--- src/rtl/led_fault_pkg.sv ---
package led_fault_pkg;
    localparam int SCALE_W = 4;
    localparam logic [SCALE_W-1:0] SCALE_MAX = '1;
endpackage

--- src/rtl/idle_timer.sv ---
module idle_timer #(
    parameter int TIMEOUT = 20
) (
    input  logic clk,
    input  logic rst_n,
    input  logic act_i,
    input  logic arm_i,
    output logic expired_o
);
    localparam int CW = $clog2(TIMEOUT + 1);
    localparam logic [CW-1:0] LIMIT = CW'(TIMEOUT);

    typedef struct packed {
        logic [CW-1:0] cnt;
    } tmr_t;

    tmr_t st_d, st_q;

    always_comb begin
        st_d = st_q;
        if (act_i) begin
            st_d.cnt = '0;
        end else if (st_q.cnt != LIMIT) begin
            st_d.cnt = st_q.cnt + 1'b1;
        end
    end

    always_ff @(posedge clk or negedge rst_n) begin
        if (!rst_n) st_q <= '0;
        else        st_q <= st_d;
    end

    assign expired_o = arm_i && (st_q.cnt == LIMIT);
endmodule

--- src/rtl/soft_ramp.sv ---
module soft_ramp
    import led_fault_pkg::*;
#(
    parameter int STEP_CYCLES = 4
) (
    input  logic               clk,
    input  logic               rst_n,
    input  logic               fault_i,
    output logic               en_o,
    output logic [SCALE_W-1:0] scale_o
);
    localparam int SW = (STEP_CYCLES > 1) ? $clog2(STEP_CYCLES) : 1;
    localparam logic [SW-1:0] STEP_LAST = SW'(STEP_CYCLES - 1);

    typedef struct packed {
        logic               en;
        logic [SCALE_W-1:0] scale;
        logic [SW-1:0]      step;
    } ramp_t;

    ramp_t st_d, st_q;

    always_comb begin
        st_d = st_q;
        if (fault_i) begin
            st_d.en    = 1'b0;
            st_d.scale = '0;
            st_d.step  = '0;
        end else begin
            st_d.en = 1'b1;
            if (st_q.scale != SCALE_MAX) begin
                if (st_q.step == STEP_LAST) begin
                    st_d.step  = '0;
                    st_d.scale = st_q.scale + 1'b1;
                end else begin
                    st_d.step = st_q.step + 1'b1;
                end
            end
        end
    end

    always_ff @(posedge clk or negedge rst_n) begin
        if (!rst_n) st_q <= '0;
        else        st_q <= st_d;
    end

    assign en_o    = st_q.en;
    assign scale_o = st_q.scale;
endmodule

--- src/rtl/fault_latch.sv ---
module fault_latch #(
    parameter int NUM_OUT = 16
) (
    input  logic               clk,
    input  logic               rst_n,
    input  logic               cap_i,
    input  logic               wdog_i,
    input  logic               therm_i,
    input  logic [NUM_OUT-1:0] open_i,
    output logic               wdog_o,
    output logic               therm_o,
    output logic [NUM_OUT-1:0] open_o
);
    localparam int VW = NUM_OUT + 2;

    typedef struct packed {
        logic [VW-1:0] bits;
    } lat_t;

    lat_t st_d, st_q;
    logic [VW-1:0] live;

    assign live = {wdog_i, therm_i, open_i};

    always_comb begin
        st_d = st_q;
        for (int i = 0; i < VW; i++) begin
            st_d.bits[i] = cap_i ? live[i] : (st_q.bits[i] | live[i]);
        end
    end

    always_ff @(posedge clk or negedge rst_n) begin
        if (!rst_n) st_q <= '0;
        else        st_q <= st_d;
    end

    assign wdog_o  = st_q.bits[VW-1];
    assign therm_o = st_q.bits[VW-2];
    assign open_o  = st_q.bits[NUM_OUT-1:0];
endmodule

--- src/rtl/led_fault_supervisor.sv ---
module led_fault_supervisor
    import led_fault_pkg::*;
#(
    parameter int TIMEOUT     = 20,
    parameter int STEP_CYCLES = 4,
    parameter int NUM_OUT     = 16
) (
    input  logic               clk,
    input  logic               rst_n,
    input  logic               sclk_act_i,
    input  logic               wdog_arm_i,
    input  logic               therm_hot_i,
    input  logic [NUM_OUT-1:0] open_flt_i,
    input  logic               stat_cap_i,
    output logic               drv_en_o,
    output logic [SCALE_W-1:0] ss_scale_o,
    output logic               wdog_stat_o,
    output logic               therm_stat_o,
    output logic [NUM_OUT-1:0] open_stat_o
);
    logic wd_expired;
    logic any_fault;

    idle_timer #(.TIMEOUT(TIMEOUT)) u_timer (
        .clk       (clk),
        .rst_n     (rst_n),
        .act_i     (sclk_act_i),
        .arm_i     (wdog_arm_i),
        .expired_o (wd_expired)
    );

    assign any_fault = wd_expired | therm_hot_i;

    soft_ramp #(.STEP_CYCLES(STEP_CYCLES)) u_ramp (
        .clk     (clk),
        .rst_n   (rst_n),
        .fault_i (any_fault),
        .en_o    (drv_en_o),
        .scale_o (ss_scale_o)
    );

    fault_latch #(.NUM_OUT(NUM_OUT)) u_latch (
        .clk     (clk),
        .rst_n   (rst_n),
        .cap_i   (stat_cap_i),
        .wdog_i  (wd_expired),
        .therm_i (therm_hot_i),
        .open_i  (open_flt_i),
        .wdog_o  (wdog_stat_o),
        .therm_o (therm_stat_o),
        .open_o  (open_stat_o)
    );
endmodule

--- config.mk ---
export PLATFORM = sky130hd
export DESIGN_NAME = led_fault_supervisor
export DESIGN_NICKNAME = d
export VERILOG_FILES = /design/src/rtl/led_fault_pkg.sv /design/src/rtl/idle_timer.sv /design/src/rtl/soft_ramp.sv /design/src/rtl/fault_latch.sv /design/src/rtl/led_fault_supervisor.sv
export SDC_FILE = /design/constraint.sdc
export NUM_CORES = 1
export LEC_CHECK = 0
export BUFFER_PORTS_ARGS = -buffer_cell sky130_fd_sc_hd__buf_2
export CAP_MARGIN = 20
export CORE_ASPECT_RATIO = 0.75
export CORE_UTILIZATION = 48
export CTS_CLUSTER_DIAMETER = 150
export DETAILED_ROUTE_END_ITERATION = 10
export GPL_ROUTABILITY_DRIVEN = 1
export PLACE_DENSITY_LB_ADDON = 0.1
export SLEW_MARGIN = 15
export SYNTH_ARGS = -nofsm -noshare
export SYNTH_HDL_FRONTEND = slang
export SYNTH_HIERARCHICAL = 1
export SYNTH_SLANG_ARGS = --single-unit
--- constraint.sdc ---
create_clock -name clk -period 2.21 [get_ports clk]
set_input_delay 0 -clock clk [delete_from_list [all_inputs] [get_ports clk]]
set_output_delay 0 -clock clk [all_outputs]
set_load 0.005 [all_outputs]
; ---- Word-level counts from Yosys, hierarchy flattened
; Cells that the tools add are included.
[classes]
add_sub_neg = 3
eq_ne = 4
mux = 24
n_bitwise = 19
reduce_logical = 5
[op_table]
columns = op, count
row1 = bitwise OR 1 bit, 19
row2 = two-way mux 1 bit, 18
row3 = two-way mux 5 bit, 2
row4 = two-way mux 7 bit, 1
row5 = two-way mux 6 bit, 1
row6 = nonzero test 2 bit, 3
row7 = adder 5 x 1 -> 5 bit (second input constant), 1
row8 = == test 5 bit (second input constant), 1
row9 = != test 5 bit (second input constant), 1
row10 = adder 4 x 1 -> 4 bit (second input constant), 1
row11 = two-way mux 4 bit, 1
row12 = != test 4 bit (second input constant), 1
row13 = adder 2 x 1 -> 2 bit (second input constant), 1
row14 = == test 2 bit (second input constant), 1
row15 = two-way mux 2 bit, 1
row16 = AND reduction 2 bit, 1
row17 = logical AND 1 bit, 1
[word_totals]
ff_bits = 30
in_bits = 22
output_inout_bits = 23
elab_cells = 60

; ---- Logic depth before layout (Yosys ltp)
[logic_depth]
depth_word = 5
depth_mapped = 9
mapped_depth_nobuf = 8

; ---- Hierarchy
; The synthesis kept the hierarchy.
[modules_own_cells]
columns = mod, n_inst, cells_each, area_each_um2, seq_area_each_um2
row1 = fault_latch, 1, 38, 600.6, 450.4
row2 = soft_ramp, 1, 35, 370.4, 175.2
row3 = idle_timer, 1, 29, 325.3, 125.1
row4 = led_fault_supervisor, 1, 1, 6.3, 0.0

; ---- Worst setup path before layout
; Ideal clock, no wire load.
[synth_path]
path_kind = reg2reg
from = reg u_timer/st_q[0] (netlist bit)
to = reg u_ramp.st_q, in the netlist u_ramp/scale_o[2]
setup_time_ps = 71
arrival_ps = 1655
required_time_ps = 2139
setup_slack_ps = 484
stages_incl_launch_ff = 9
path_buffers = 1
synth_period_minus_slack_ps = 1726
path_cell_list = dfrtp_1 -> inv_1 -> ha_1 -> and4b_1 -> buf_6 -> and2_2 -> or2_1 -> a41o_2 -> nor2_1
[synth_between]
elab_chain_len = 5
elab_cells_between_ends = 7
classes_between = eq/ne (1) / mux (1) / bitwise (1) / reduce/logical (4)
[synth_rtl]
columns = element, line
row1 = from (decl), idle_timer.sv:17  ; tmr_t st_d, st_q;
row2 = from (signal assigned), idle_timer.sv:30  ; else st_q <= st_d;
row3 = == test 5 bit *, idle_timer.sv:33  ; assign expired_o = arm_i && (st_q.cnt == LIMIT);
row4 = logical AND 1 bit *, idle_timer.sv:33
row5 = net wd_expired, led_fault_supervisor.sv:21  ; logic wd_expired;
row6 = bitwise OR 1 bit *, led_fault_supervisor.sv:32  ; assign any_fault = wd_expired | therm_hot_i;
row7 = net any_fault, led_fault_supervisor.sv:22  ; logic any_fault;
row8 = nonzero test 2 bit (no source line), -
row9 = AND reduction 2 bit (no source line), -
row10 = to (signal assigned), soft_ramp.sv:44  ; else st_q <= st_d;
row11 = to (decl), soft_ramp.sv:21  ; ramp_t st_d, st_q;
; Mark *: on every way through the listed nets, which the timed path passes. The rest lies on a longest branch.
; A chain may end at the register's enable or synchronous reset.

; ---- Worst setup path in the final report
; Same ends and word-level chain as after synthesis.

==> reports/results.txt <==
status - finished, final reports clean
CP arrival - 2.11 ns
drt wl/cell - 13.1 um
final setup violating endpoints - 0
TritonCTS buffer count - 5
FMAX - 536 MHz
FP Rows - 15
CTS Root Cell - clkbuf_4
Reg area - 751 um^2
Reg clk slew, reported paths - 0.09 ns
final number of hold-violating endpoints - 0
Slew @ Worst Pin - 0.638 ns
Tightest Hold Check Type - in -> reg
Post-Syn Area per Cell - 12.6 um^2
via density per instance - 4.93
Worst path max stage delay - 0.42 ns
Post-DRT Antenna Nets - 0
DIE AREA - 2930 um^2
Area contributors post-synth - dfrtp_1 (58%), a21o_1 (10%), ha_1 (3.8%)
H-tree depth - 2
Setup crit end kind - flop
Async SR Flop Fraction - 100%
global-route wire length before repair - 4.24 mm
# DRC - 0
Synth area leader - dfrtp_1
Worst path depth - 7
Finished Cell Area - 1750 um^2
clk buf depth - 2
r2r worst-path depth - 7
Top Ports - 45
post-CTS sizing - 0
Area Growth Syn to Fin - 34.4%
Post-synth EDFFs - 0
vias in the first global route - 920
crit-path cells - inv_1 -> ha_1 -> and4b_1 -> and2_2 -> or2_1 -> a41o_2 -> nor2_1
Main synth FF type - dfrtp_1
Power Dens Cells - 591 nW/um^2
library cells used by synthesis - 32
Routability Congestion - 0.831
Placement Cell Area - 1510 um^2
core area - 2420 um^2
Bufs and invs on worst path - 1
initial drt markers - 42
CP startpoint kind - flop
MaxCap Viol Count - 0
Total GRT Usage - 20.2%
Max Fanout on Critical Path - 6
Synth top area share - 57.6%
WL final - 2.63 mm
Initial Util - 53.8%
Slew HR - 57.5%
final setup TNS - 0 ns
port bufs - 44
largest net degree at the start of global routing - 31
max-slew violations - 0
RSZ-0062 raised after global routing - false
synth warn - 6
DRT Pass-1 Iters - 4
Overflow after GRT - 0
Worst Path Required - 2.45 ns
slowest CP cell - dfrtp_1
Seq/Total Area, Yosys - 57.6%
Filler Cell Count - 173
fin crit period - 1.87 ns
Die X - 62.2 um
Mapped Cells - 103
Diodes inserted - 0
clk_lat worst skew - 0.32 ns
worst vdd ir - 0.390 mV
Yosys reg bits - 30
Pleak - 0.900 nW
CTS tree - yes
fin crit share - 84.5%
worst hold stages - 3
clock sink count - 30
initial antenna violation count - 0
HPWL after DPL - 1.75 mm
share of cells above drive strength 1 - 37.1%
area occupied by multi-input gates - 480 um^2
syn_nets - 129
Cell Area, Synth - 1300 um^2
Post-layout nets - 193
Die Y - 47.1 um
routed vias - 991
final setup skew - 0.0117 ns
delay-heaviest family, CP - simple AND/OR/NAND/NOR gates
Worst Setup Path Type - reg -> reg
stage by stage:
step / utilization [%] / setup slack [ns] / cells / power (mW) / hold slack (ns)
2_1_floorplan: - / 0.484 / 103 / 0.670 / -0.296
3_3_place_gp: 62.5 / 0.445 / 175 / 0.728 / 0.0584
3_5_place_dp: 62.5 / 0.353 / 175 / 0.734 / 0.0614
4_1_cts: 72.3 / 0.337 / 201 / 1.05 / 0.0627
5_1_grt: 72.3 / 0.210 / 201 / 1.09 / 0.0700
6_report: 72.3 / 0.343 / 201 / 1.03 / 0.0715
cells by family after synthesis:
family / Yosys count / synth area share [%]
buf+inv: 11 / 5.47
mux: 5 / 4.32
compound gates: 27 / 15.6
simple gates: 26 / 13.2
fa+ha+maj: 4 / 3.84
flops: 30 / 57.6
synth_stat cells (all sizes together) (2+ instances only):
library cell / count
a21oi: 2
nand3: 3
o21ai: 2
nand2b: 2
dfrtp: 30
buf: 6
nand4: 2
inv: 5
nor2: 7
mux2: 2
a21o: 18
mux2i: 3
nor2b: 2
nand2: 3
and2: 2
ha: 4
what timing repair did:
action	CTS	global route
setup buffers	0	0
endpoints found under the hold margin	48	0
hold buffers	19	0
area by class of cell:
type / count / area share [%]
Clock inverter: 2 / 0.572
Multi-Input combinational cell: 62 / 27.4
Sequential cell: 30 / 42.9
Tap cell: 34 / 2.43
Timing Repair Buffer: 63 / 23.4
Clock buffer: 5 / 2.14
Inverter: 5 / 1.07
sequential cells by signal, indices dropped and copies added (netlist names):
name / flops
u_ramp/en_o: 1
u_ramp/scale_o: 4
u_timer/st_q: 5
u_ramp/st_q: 2
u_latch/st_q: 18
worst reg2reg max path, cell delays in order (launching register included):
cell	delay, ns
dfrtp_1	0.42
inv_1	0.06
ha_1	0.19
and4b_1	0.28
and2_2	0.24
or2_1	0.29
a41o_2	0.25
nor2_1	0.08
power by group:
group | switching [mW] | total [mW] | internal, mW | leakage [nW]
registers | 0.0213 | 0.602 | 0.580 | 0.357
logic | 0.0648 | 0.148 | 0.0832 | 0.512
clock network | 0.171 | 0.285 | 0.114 | 0.0308
total | 0.257 | 1.03 | 0.778 | 0.900
worst paths after layout:
kind	startpoint	endpoint	slack (ns)
max reg2reg	u_timer/st_q[0]	u_ramp/scale_o[2]	0.34
min	sclk_act_i	u_timer/st_q[3]	0.07
max in group asynchronous	rst_n	u_ramp/scale_o[2]	1.56
min in group asynchronous	rst_n	u_latch/st_q[1]	0.23
max	u_timer/st_q[0]	u_ramp/scale_o[2]	0.34
min reg2reg	u_latch/st_q[2]	u_latch/st_q[2]	0.48
cells in the final DEF, fill, tap and decap left out:
master and instances:
a211oi_1 1, a21o_1 18, a21oi_1 2, a41o_2 1, and2_2 1, and2_4 1, and4_2 1, and4b_1 1
buf_2 44, clkbuf_4 5, clkinv_2 2, dfrtp_1 30, dlygate4sd3_1 19, ha_1 4, inv_1 4, inv_2 1
mux2_2 1, mux2_4 1, mux2i_1 3, nand2_1 3, nand2b_1 2, nand3_1 2, nand3_4 1, nand4_1 2
nor2_1 7, nor2b_1 2, nor3_1 1, nor4_4 1, o21a_1 1, o21ai_1 1, o21ai_2 1, o21ba_2 1
o21bai_1 1, or2_1 1
per-layer routing:
metal | wire (um) | global-route usage [%] | up-vias
met5 | 0 | 0 | -
met4 | 12 | 5.58 | 0
met3 | 180 | 7.77 | 2
met2 | 1260 | 34.9 | 37
met1 | 1180 | 24.6 | 472
li1 | - | - | 480
Note: power is estimated with default switching activity, not from simulation.
